--- src/rtl/irq_seq_pkg.sv ---
package irq_seq_pkg;

    localparam logic [15:0] OP_INT_ON   = 16'h7F82;
    localparam logic [15:0] OP_INT_OFF  = 16'h7F81;
    localparam logic [15:0] OP_OVM_ON   = 16'h7F8B;
    localparam logic [15:0] OP_OVM_OFF  = 16'h7F8A;
    localparam logic [7:0]  OP_MUL_HI   = 8'h6D;
    localparam logic [2:0]  OP_MULK_TOP = 3'b100;

    localparam int ST_OVM_BIT  = 14;
    localparam int ST_MASK_BIT = 13;
    localparam logic [15:0] ST_FIXED_ONES = 16'h1EFE;

    // Opcodes after which entry must wait one more instruction
    function automatic logic op_blocks_entry(input logic [15:0] op);
        return (op[15:8] == OP_MUL_HI) ||
               (op[15:13] == OP_MULK_TOP) ||
               (op == OP_INT_ON);
    endfunction

endpackage

--- src/rtl/irq_pend_flag.sv ---
module irq_pend_flag (
    input  logic clk,
    input  logic rst_n,
    input  logic req,
    input  logic clear,
    output logic pending
);
    typedef struct packed {
        logic req_prev;
        logic pend;
    } pend_state_t;

    pend_state_t st_d, st_q;
    logic rise;

    always_comb begin
        st_d          = st_q;
        rise          = req && !st_q.req_prev;
        st_d.req_prev = req;
        if (clear)
            st_d.pend = 1'b0;
        if (rise)
            st_d.pend = 1'b1;   // a fresh edge in the service cycle survives
    end

    always_ff @(posedge clk or negedge rst_n) begin
        if (!rst_n)
            st_q <= '0;
        else
            st_q <= st_d;
    end

    assign pending = st_q.pend;

    p_edge_sets_r2: assert property (@(posedge clk) disable iff (!rst_n)
        (req && !st_q.req_prev) |=> pending);

    p_sticky_r2: assert property (@(posedge clk) disable iff (!rst_n)
        (pending && !clear) |=> pending);

endmodule

--- src/rtl/irq_entry_gate.sv ---
module irq_entry_gate
    import irq_seq_pkg::*;
(
    input  logic        clk,
    input  logic        rst_n,
    input  logic        instr_done,
    input  logic [15:0] last_op,
    input  logic        pending,
    output logic        take,
    output logic        mask_bit,
    output logic        ovm_bit
);
    typedef struct packed {
        logic mask;
        logic ovm;
    } mode_t;

    mode_t md_d, md_q;
    logic  mask_after_op;

    always_comb begin
        md_d = md_q;
        if (instr_done) begin
            if (last_op == OP_INT_ON)  md_d.mask = 1'b0;
            if (last_op == OP_INT_OFF) md_d.mask = 1'b1;
            if (last_op == OP_OVM_ON)  md_d.ovm  = 1'b1;
            if (last_op == OP_OVM_OFF) md_d.ovm  = 1'b0;
        end
        mask_after_op = md_d.mask;
        take = instr_done && pending && !mask_after_op && !op_blocks_entry(last_op);
        if (take)
            md_d.mask = 1'b1;
    end

    always_ff @(posedge clk or negedge rst_n) begin
        if (!rst_n)
            md_q <= '{mask: 1'b1, ovm: 1'b1};
        else
            md_q <= md_d;
    end

    assign mask_bit = md_q.mask;
    assign ovm_bit  = md_q.ovm;

    p_mul_block_r4: assert property (@(posedge clk) disable iff (!rst_n)
        (instr_done && last_op[15:8] == 8'h6D) |-> !take);

    p_mulk_block_r4: assert property (@(posedge clk) disable iff (!rst_n)
        (instr_done && last_op[15:13] == 3'b100) |-> !take);

    p_mask_gate_r3: assert property (@(posedge clk) disable iff (!rst_n)
        (mask_bit && last_op != 16'h7F82) |-> !take);

    p_disable_wins_r7: assert property (@(posedge clk) disable iff (!rst_n)
        (instr_done && last_op == 16'h7F81) |-> !take);

    p_mask_set_r5: assert property (@(posedge clk) disable iff (!rst_n)
        take |=> mask_bit);

endmodule

--- src/rtl/ret_addr_stack.sv ---
module ret_addr_stack #(
    parameter int AW    = 12,
    parameter int DEPTH = 4
) (
    input  logic          clk,
    input  logic          rst_n,
    input  logic          pop,
    input  logic          push_a,
    input  logic [AW-1:0] data_a,
    input  logic          push_b,
    input  logic [AW-1:0] data_b,
    output logic [AW-1:0] top,
    output logic [AW-1:0] bottom
);
    localparam int TOP = DEPTH - 1;

    typedef struct packed {
        logic [DEPTH-1:0][AW-1:0] lvl;
    } stk_t;

    stk_t stk_d, stk_q;

    // Order inside one cycle: pop, then the instruction push, then the entry push
    always_comb begin
        stk_t work;
        work = stk_q;
        if (pop) begin
            for (int i = TOP; i > 0; i--)
                work.lvl[i] = stk_q.lvl[i-1];
        end
        if (push_a) begin
            for (int i = 0; i < TOP; i++)
                work.lvl[i] = work.lvl[i+1];
            work.lvl[TOP] = data_a;
        end
        if (push_b) begin
            for (int i = 0; i < TOP; i++)
                work.lvl[i] = work.lvl[i+1];
            work.lvl[TOP] = data_b;
        end
        stk_d = work;
    end

    always_ff @(posedge clk or negedge rst_n) begin
        if (!rst_n)
            stk_q <= '0;
        else
            stk_q <= stk_d;
    end

    assign top    = stk_q.lvl[TOP];
    assign bottom = stk_q.lvl[0];

    p_push_top_r9: assert property (@(posedge clk) disable iff (!rst_n)
        (push_a && !push_b && !pop) |=> top == $past(data_a));

    p_pop_bottom_r10: assert property (@(posedge clk) disable iff (!rst_n)
        (pop && !push_a && !push_b) |=> bottom == $past(bottom));

    p_entry_last_r13: assert property (@(posedge clk) disable iff (!rst_n)
        push_b |=> top == $past(data_b));

endmodule

--- src/rtl/irq_stack_seq.sv ---
module irq_stack_seq
    import irq_seq_pkg::*;
#(
    parameter int          PC_W         = 12,
    parameter int          STACK_DEPTH  = 4,
    parameter int          ENTRY_CYCLES = 3,
    parameter logic [11:0] VECTOR       = 12'h002
) (
    input  logic            clk,
    input  logic            rst_n,
    input  logic            irq_req,
    input  logic            instr_done,
    input  logic [15:0]     last_op,
    input  logic [PC_W-1:0] pc_cur,
    input  logic            push_req,
    input  logic [15:0]     push_data,
    input  logic            pop_req,
    output logic            redirect,
    output logic [PC_W-1:0] pc_new,
    output logic            hold_fetch,
    output logic [PC_W-1:0] pop_data,
    output logic [15:0]     status_word
);
    localparam int HOLD_W = $clog2(ENTRY_CYCLES) + 1;
    localparam logic [HOLD_W-1:0] HOLD_LOAD = HOLD_W'(ENTRY_CYCLES - 1);

    typedef struct packed {
        logic [HOLD_W-1:0] hold_cnt;
    } seq_t;

    seq_t seq_d, seq_q;

    logic            pending;
    logic            take;
    logic            mask_bit;
    logic            ovm_bit;
    logic [PC_W-1:0] stack_bottom;
    logic            unused_hi;

    assign unused_hi = ^push_data[15:PC_W];

    irq_pend_flag u_pend (
        .clk     (clk),
        .rst_n   (rst_n),
        .req     (irq_req),
        .clear   (take),
        .pending (pending)
    );

    irq_entry_gate u_gate (
        .clk        (clk),
        .rst_n      (rst_n),
        .instr_done (instr_done),
        .last_op    (last_op),
        .pending    (pending),
        .take       (take),
        .mask_bit   (mask_bit),
        .ovm_bit    (ovm_bit)
    );

    ret_addr_stack #(
        .AW    (PC_W),
        .DEPTH (STACK_DEPTH)
    ) u_stack (
        .clk    (clk),
        .rst_n  (rst_n),
        .pop    (instr_done && pop_req),
        .push_a (instr_done && push_req),
        .data_a (push_data[PC_W-1:0]),
        .push_b (take),
        .data_b (pc_cur),
        .top    (pop_data),
        .bottom (stack_bottom)
    );

    always_comb begin
        seq_d = seq_q;
        if (take)
            seq_d.hold_cnt = HOLD_LOAD;
        else if (seq_q.hold_cnt != '0)
            seq_d.hold_cnt = seq_q.hold_cnt - 1'b1;
    end

    always_ff @(posedge clk or negedge rst_n) begin
        if (!rst_n)
            seq_q <= '0;
        else
            seq_q <= seq_d;
    end

    assign redirect   = take;
    assign pc_new     = take ? VECTOR[PC_W-1:0] : '0;
    assign hold_fetch = (seq_q.hold_cnt != '0);

    always_comb begin
        status_word              = ST_FIXED_ONES;
        status_word[ST_OVM_BIT]  = ovm_bit;
        status_word[ST_MASK_BIT] = mask_bit;
    end

    p_vector_r5: assert property (@(posedge clk) disable iff (!rst_n)
        redirect |-> (pc_new == 12'h002));

    p_hold_after_r6: assert property (@(posedge clk) disable iff (!rst_n)
        redirect |=> hold_fetch);

    p_no_entry_idle_r3: assert property (@(posedge clk) disable iff (!rst_n)
        !instr_done |-> !redirect);

    p_push_pc_r5: assert property (@(posedge clk) disable iff (!rst_n)
        redirect |=> pop_data == $past(pc_cur));

endmodule

--- config.mk ---
export PLATFORM = sky130hd
export DESIGN_NAME = irq_stack_seq
export DESIGN_NICKNAME = d
export VERILOG_FILES = /design/src/rtl/irq_seq_pkg.sv /design/src/rtl/irq_pend_flag.sv /design/src/rtl/irq_entry_gate.sv /design/src/rtl/ret_addr_stack.sv /design/src/rtl/irq_stack_seq.sv
export SDC_FILE = /design/constraint.sdc
export NUM_CORES = 1
export LEC_CHECK = 0
export BUFFER_PORTS_ARGS = -buffer_cell sky130_fd_sc_hd__buf_2
export CAP_MARGIN = 10
export CORE_AREA = 2 2 82 84
export CTS_CLUSTER_DIAMETER = 200
export DETAILED_ROUTE_END_ITERATION = 6
export DIE_AREA = 0 0 84 86
export PLACE_DENSITY = 0.8
export SKIP_LAST_GASP = 1
export SYNTH_ARGS = -nofsm -noshare
export SYNTH_HDL_FRONTEND = slang
export SYNTH_SLANG_ARGS = --single-unit
--- constraint.sdc ---
create_clock -name clk -period 3.55 [get_ports clk]
set_input_delay 0.71 -clock clk [delete_from_list [all_inputs] [get_ports clk]]
set_output_delay 0.71 -clock clk [all_outputs]
set_load 0.02 [all_outputs]
=== After elaboration in Yosys (flattened, before gate mapping) ===
Cells that the tools add are included.

* $add $sub $neg: 1
* Equality and inequality tests: 6
* Mux-type cells: 14
* Reductions and logical operators: 17

{| class="wikitable"
|+ Operators with widths
! cell !! count
|-
| $mux 48 || 2
|-
| $eq 16x15->1 const B || 4
|-
| $mux 36 || 1
|-
| $eq 8x7->1 const B || 1
|-
| $reduce_bool 2->1 || 4
|-
| $mux 1 || 7
|-
| $logic_and 1x1->1 || 6
|-
| $mux 3 || 2
|-
| $mux 2 || 2
|-
| $eq 3x3->1 const B || 1
|-
| $logic_not 1->1 || 3
|-
| $reduce_bool 3->1 || 1
|-
| $sub 3x1->3 const B || 1
|-
| $logic_or 1x1->1 || 2
|-
| $reduce_and 2->1 || 1
|}

* Register bits: 55
* Bits of input ports: 50
* Word-level logic and storage cells: 47

=== Depth between registers and ports, before layout ===
* Depth in word-level cells: 9
* Depth in mapped cells: 8
* Gate-level depth less buffers: 6

=== By module ===
A second synthesis with hierarchy kept.

* Cell total of the unflattened synthesis: 345
* Area, all modules: 3911.3 µm²

{| class="wikitable"
|+ By module, submodules not included
! module !! instances !! cells each !! area an instance (µm²) !! seq. area each (µm²)
|-
| ret_addr_stack || 1 || 269 || 3206.8 || 1201.2
|-
| irq_stack_seq || 1 || 49 || 415.4 || 75.1
|-
| irq_entry_gate || 1 || 22 || 219.0 || 52.6
|-
| irq_pend_flag || 1 || 5 || 70.1 || 50.0
|}

=== Worst setup path after synthesis ===
OpenSTA, ideal clock, no wires.

* Path type: input to output
* From: in last_op[2]
* To: out pc_new[1]
* Arrival: 2.492 ns
* Required time: 2.840 ns
* Path slack: 0.348 ns
* Cell stages on the path: 8
* Cell sequence: or4b_4 -> nor4_4 -> nand2b_1 -> a211o_1 -> buf_6 -> buf_6 -> inv_2 -> buf_4

* Cells in the longest elaborated chain, start to end: 8

{| class="wikitable"
|+ Ends and longest elaborated chain
! what !! RTL line !! source
|-
| from (decl) || irq_stack_seq.sv:13 || <nowiki>input logic [15:0] last_op,</nowiki>
|-
| $eq 16x15->1 || irq_seq_pkg.sv:18, irq_entry_gate.sv:24 ||
|-
| $mux 1 || irq_entry_gate.sv:24 || <nowiki>if (last_op == OP_INT_ON) md_d.mask = 1'b0;</nowiki>
|-
| $mux 1 || irq_entry_gate.sv:25 || <nowiki>if (last_op == OP_INT_OFF) md_d.mask = 1'b1;</nowiki>
|-
| $mux 2 || irq_entry_gate.sv:23 || <nowiki>if (instr_done) begin</nowiki>
|-
| $logic_not 1->1 || irq_entry_gate.sv:30 || <nowiki>take = instr_done && pending && !mask_after_op && !op_blocks_entry(last_op);</nowiki>
|-
| $logic_and 1x1->1 || irq_entry_gate.sv:30 ||
|-
| $logic_and 1x1->1 * || irq_entry_gate.sv:30 ||
|-
| via redirect || irq_stack_seq.sv:18 || <nowiki>output logic redirect,</nowiki>
|-
| $mux 2 * || irq_stack_seq.sv:92 || <nowiki>assign pc_new = take ? VECTOR[PC_W-1:0] : '0;</nowiki>
|-
| to (decl) || irq_stack_seq.sv:19 || <nowiki>output logic [PC_W-1:0] pc_new,</nowiki>
|}

The timed path passes the listed nets; every way through them passes the cells marked *.

=== Worst setup path in the final report ===
* From: in last_op[2]
* To: out redirect

* Cells in the longest elaborated chain, start to end: 7

{| class="wikitable"
|+ Ends and longest elaborated chain
! what !! RTL line
|-
| $eq 16x15->1 || irq_seq_pkg.sv:18, irq_entry_gate.sv:24
|-
| $mux 1 || irq_entry_gate.sv:24
|-
| $mux 1 || irq_entry_gate.sv:25
|-
| $mux 2 || irq_entry_gate.sv:23
|-
| $logic_not 1->1 || irq_entry_gate.sv:30
|-
| $logic_and 1x1->1 || irq_entry_gate.sv:30
|-
| $logic_and 1x1->1 * || irq_entry_gate.sv:30
|-
| to (decl) || irq_stack_seq.sv:18
|}

Every way passes the cells marked *; elsewhere a longest branch is shown, timed or not.

==> flow_summary.yaml <==
outcome:
  status: "complete, no violations"
power_and_ir_drop:
  seqPwrFrac_pct: 49.0
  p_switching_uw: 648
  clockPowerShare_pct: 22.7
  power.density_nw_per_um2: 551
  p_comb_share_pct: 28.3
  leakage_nw: 1.95
  max-vdd-ir-drop_uv: 255
  switching_share_pct: 33.4
  p_int_mw: 1.29
final_layout:
  final_nets: 415
  syn2layout_area_growth_pct: 6.72
  antenna_cells: 0
  stdcell_count: 441
  layout-drive-gt1-share_pct: 22.8
critical_path:
  critPathArrivalTime_ns: 2.40
  path_class: "primary input to output port"
  path_max_fanout: 5
  startpoint_type: "primary input"
  end_kind: "output port"
  crit_required_ns: 2.84
die:
  io_pins: 92
  initial_core_util_pct: 52.5
  placementRows: 29
  die_h_um: 86
  dieArea_um2: 7220
  core-area_um2: 6280
  die_width_um: 84
global_route:
  track_usage_pct: 18.9
  grt_pass1_wl_mm: 11.0
  grt_max_degree: 50
  grt_pass1_vias: 2399
  grt_antenna_before_repair: 0
  grt.overflow.total: 0
yosys:
  synth_edf_count: 0
  synth.most_common_cell: "mux2i_1"
  postSynth.asyncResetShare_pct: 100
  synthesis.instances: 328
  synthTopCellsByArea: "dfrtp_1 (40%), mux2i_1 (19%), buf_4 (9.1%), o22ai_1 (4.6%), a32o_1 (3.6%)"
  synth_warnings: 0
  synth-seq-cells: 55
  synth_top_cell_by_area: "dfrtp_1"
  yosys-top-cells-count: "mux2i_1 (61), dfrtp_1 (53), buf_4 (40)"
  yosysTopAreaCellShare_pct: 40.2
  yosysSeqAreaShare_pct: 41.8
  syn_area_um2: 3300
  avgSynthCellArea_um2: 10.0
  synthFlopType: "dfrtp_1"
  synthDistinctLibCells: 37
run:
  cap_violations: 0
clock_network:
  cts_tree: "yes"
  post_cts_buffers: 0
  numCtsBuffers: 5
  clk_path_buf_depth: 2
  htree_levels: 2
  clock_latency_ns: 0.31
  root_buffer: "clkbuf_8"
  clk_pin_slew_ns: 0.10
  cts.sinks: 55
  holdBufCountCts: 0
  ctsResizeCount: 0
drt:
  ant_nets: 0
  drc: 0
  dr_total_vias: 2485
  viasPerCell: 5.63
  drt_iter0_markers: 169
  routedWlPerCell_um: 15.3
  drtPass1Iterations: 4
  routed_wirelength_mm: 6.76
placement:
  place_congestion: 0.745
  dp_worst_setup_slack_ns: 0.430
  io_buffers: 62
  hpwl_mm: 4.44
  dp_cells: 433
sta:
  finalCritPeriodShare_pct: 87.6
  tightest_slew_ns: 1.14
  slew_headroom_pct: 23.2
  rsz0062_at_grt: "no"
  slew_violations: 0
  tns_ns: 0
  period_needed_ns: 3.11
  fmax_mhz: 322
  worst_slack_ns: 0.440
  finClkSkew_ns: 0.00589
  setup_violations: 0
  final-hold-violation-count: 0
worst_hold_path:
  hold_class: "primary input to asynchronous set/reset pin"
## cell usage in the layout (no fill, tap or decap), drive strengths merged, types with 2 or more instances in the layout
cell / count
a21oi: 14
inv: 19
dfrtp: 53
a32o: 12
nand2b: 3
conb: 25
mux2i: 61
o21ai: 25
ha: 2
nor2: 3
buf: 67
dfstp: 2
clkbuf: 6
nand3b: 3
nand2: 25
o22ai: 24
## power by group through the flow
stage | logic [mW] | registers, mW | clock network, mW
CTS | 0.554 | 0.945 | 0.450
global placement | 0.520 | 0.945 | 0
global route | 0.611 | 0.971 | 0.469
detailed placement | 0.552 | 0.957 | 0
finish | 0.548 | 0.950 | 0.439
floorplan | 0.476 | 0.919 | 0
## kinds of logic (layout without fill, tap and decap cells)
logic type | Yosys count | in the layout | share of synthesized area (%)
fa+ha+maj | 2 | 2 | 0.759
xor+xnor | 1 | 1 | 0.266
simple gates | 44 | 44 | 7.10
other cells | 2 | 25 | 0.228
mux | 62 | 62 | 18.9
compound gates | 81 | 81 | 15.8
buf+inv | 81 | 94 | 15.1
flops | 55 | 55 | 41.8
## per-stage QoR
| stage | area, µm² | utilization (%) | hold slack [ns] | power [mW] |
|---|---|---|---|---|
| 6_report | 3520 | 56.0 | 0.403 | 1.94 |
| 5_1_grt | 3520 | 56.0 | 0.448 | 2.05 |
| 4_1_cts | 3520 | 56.0 | 0.423 | 1.95 |
| 3_5_place_dp | 3400 | 54.2 | 0.483 | 1.51 |
| 3_3_place_gp | 3400 | 54.2 | 0.484 | 1.47 |
| 2_1_floorplan | 3380 | - | 0.414 | 1.40 |
## flip-flops by register name (all words and copies together) (netlist names)
register         cells
seq_q                3
u_gate.mask_bit      1
u_stack.stk_q       24
u_pend.st_q          1
u_pend.pending       1
u_stack.bottom      12
u_gate.ovm_bit       1
u_stack.top         12
## worst max-delay path, cell delays in order
cell and delay, ns:
buf_2 0.09, or4b_4 0.55, nor4_4 0.30, nand2b_1 0.11, a211o_2 0.37, inv_2 0.09, buf_2 0.17
## per-layer routing
layer,share of wire (%),vias to the layer above,GRT usage [%]
met3,8.4,5,2.60
met4,1.0,0,6.01
met2,48,112,33.5
met5,0,-,0
li1,-,1179,-
met1,43,1189,24.0
## area by class of cell
cell class                      instances  area [µm²]
Tap cell                               77        96.3
Inverter                               19        71.3
Sequential cell                        55        1380
Multi-Input combinational cell        215        1510
Clock inverter                          2        35.0
Timing Repair Buffer                   67         348
Fill cell                             567        2760
Clock buffer                            6        82.6
## path summary, 6_finish.rpt
check                               startpoint                end  slack (ns)  cells after the start
worst max-delay path                last_op[2]           redirect        0.44                      7
worst min-delay path                     rst_n     u_stack.top[9]        0.40                      1
worst max register to register  u_pend.pending     u_stack.top[5]        1.75                      5
worst min register to register  u_pend.pending     u_pend.pending        0.51                      1
max in group asynchronous                rst_n  u_stack.bottom[0]        2.33                      2
min in group clk                u_pend.pending     u_pend.pending        0.51                      1
Power figures use the tool's default switching activity.
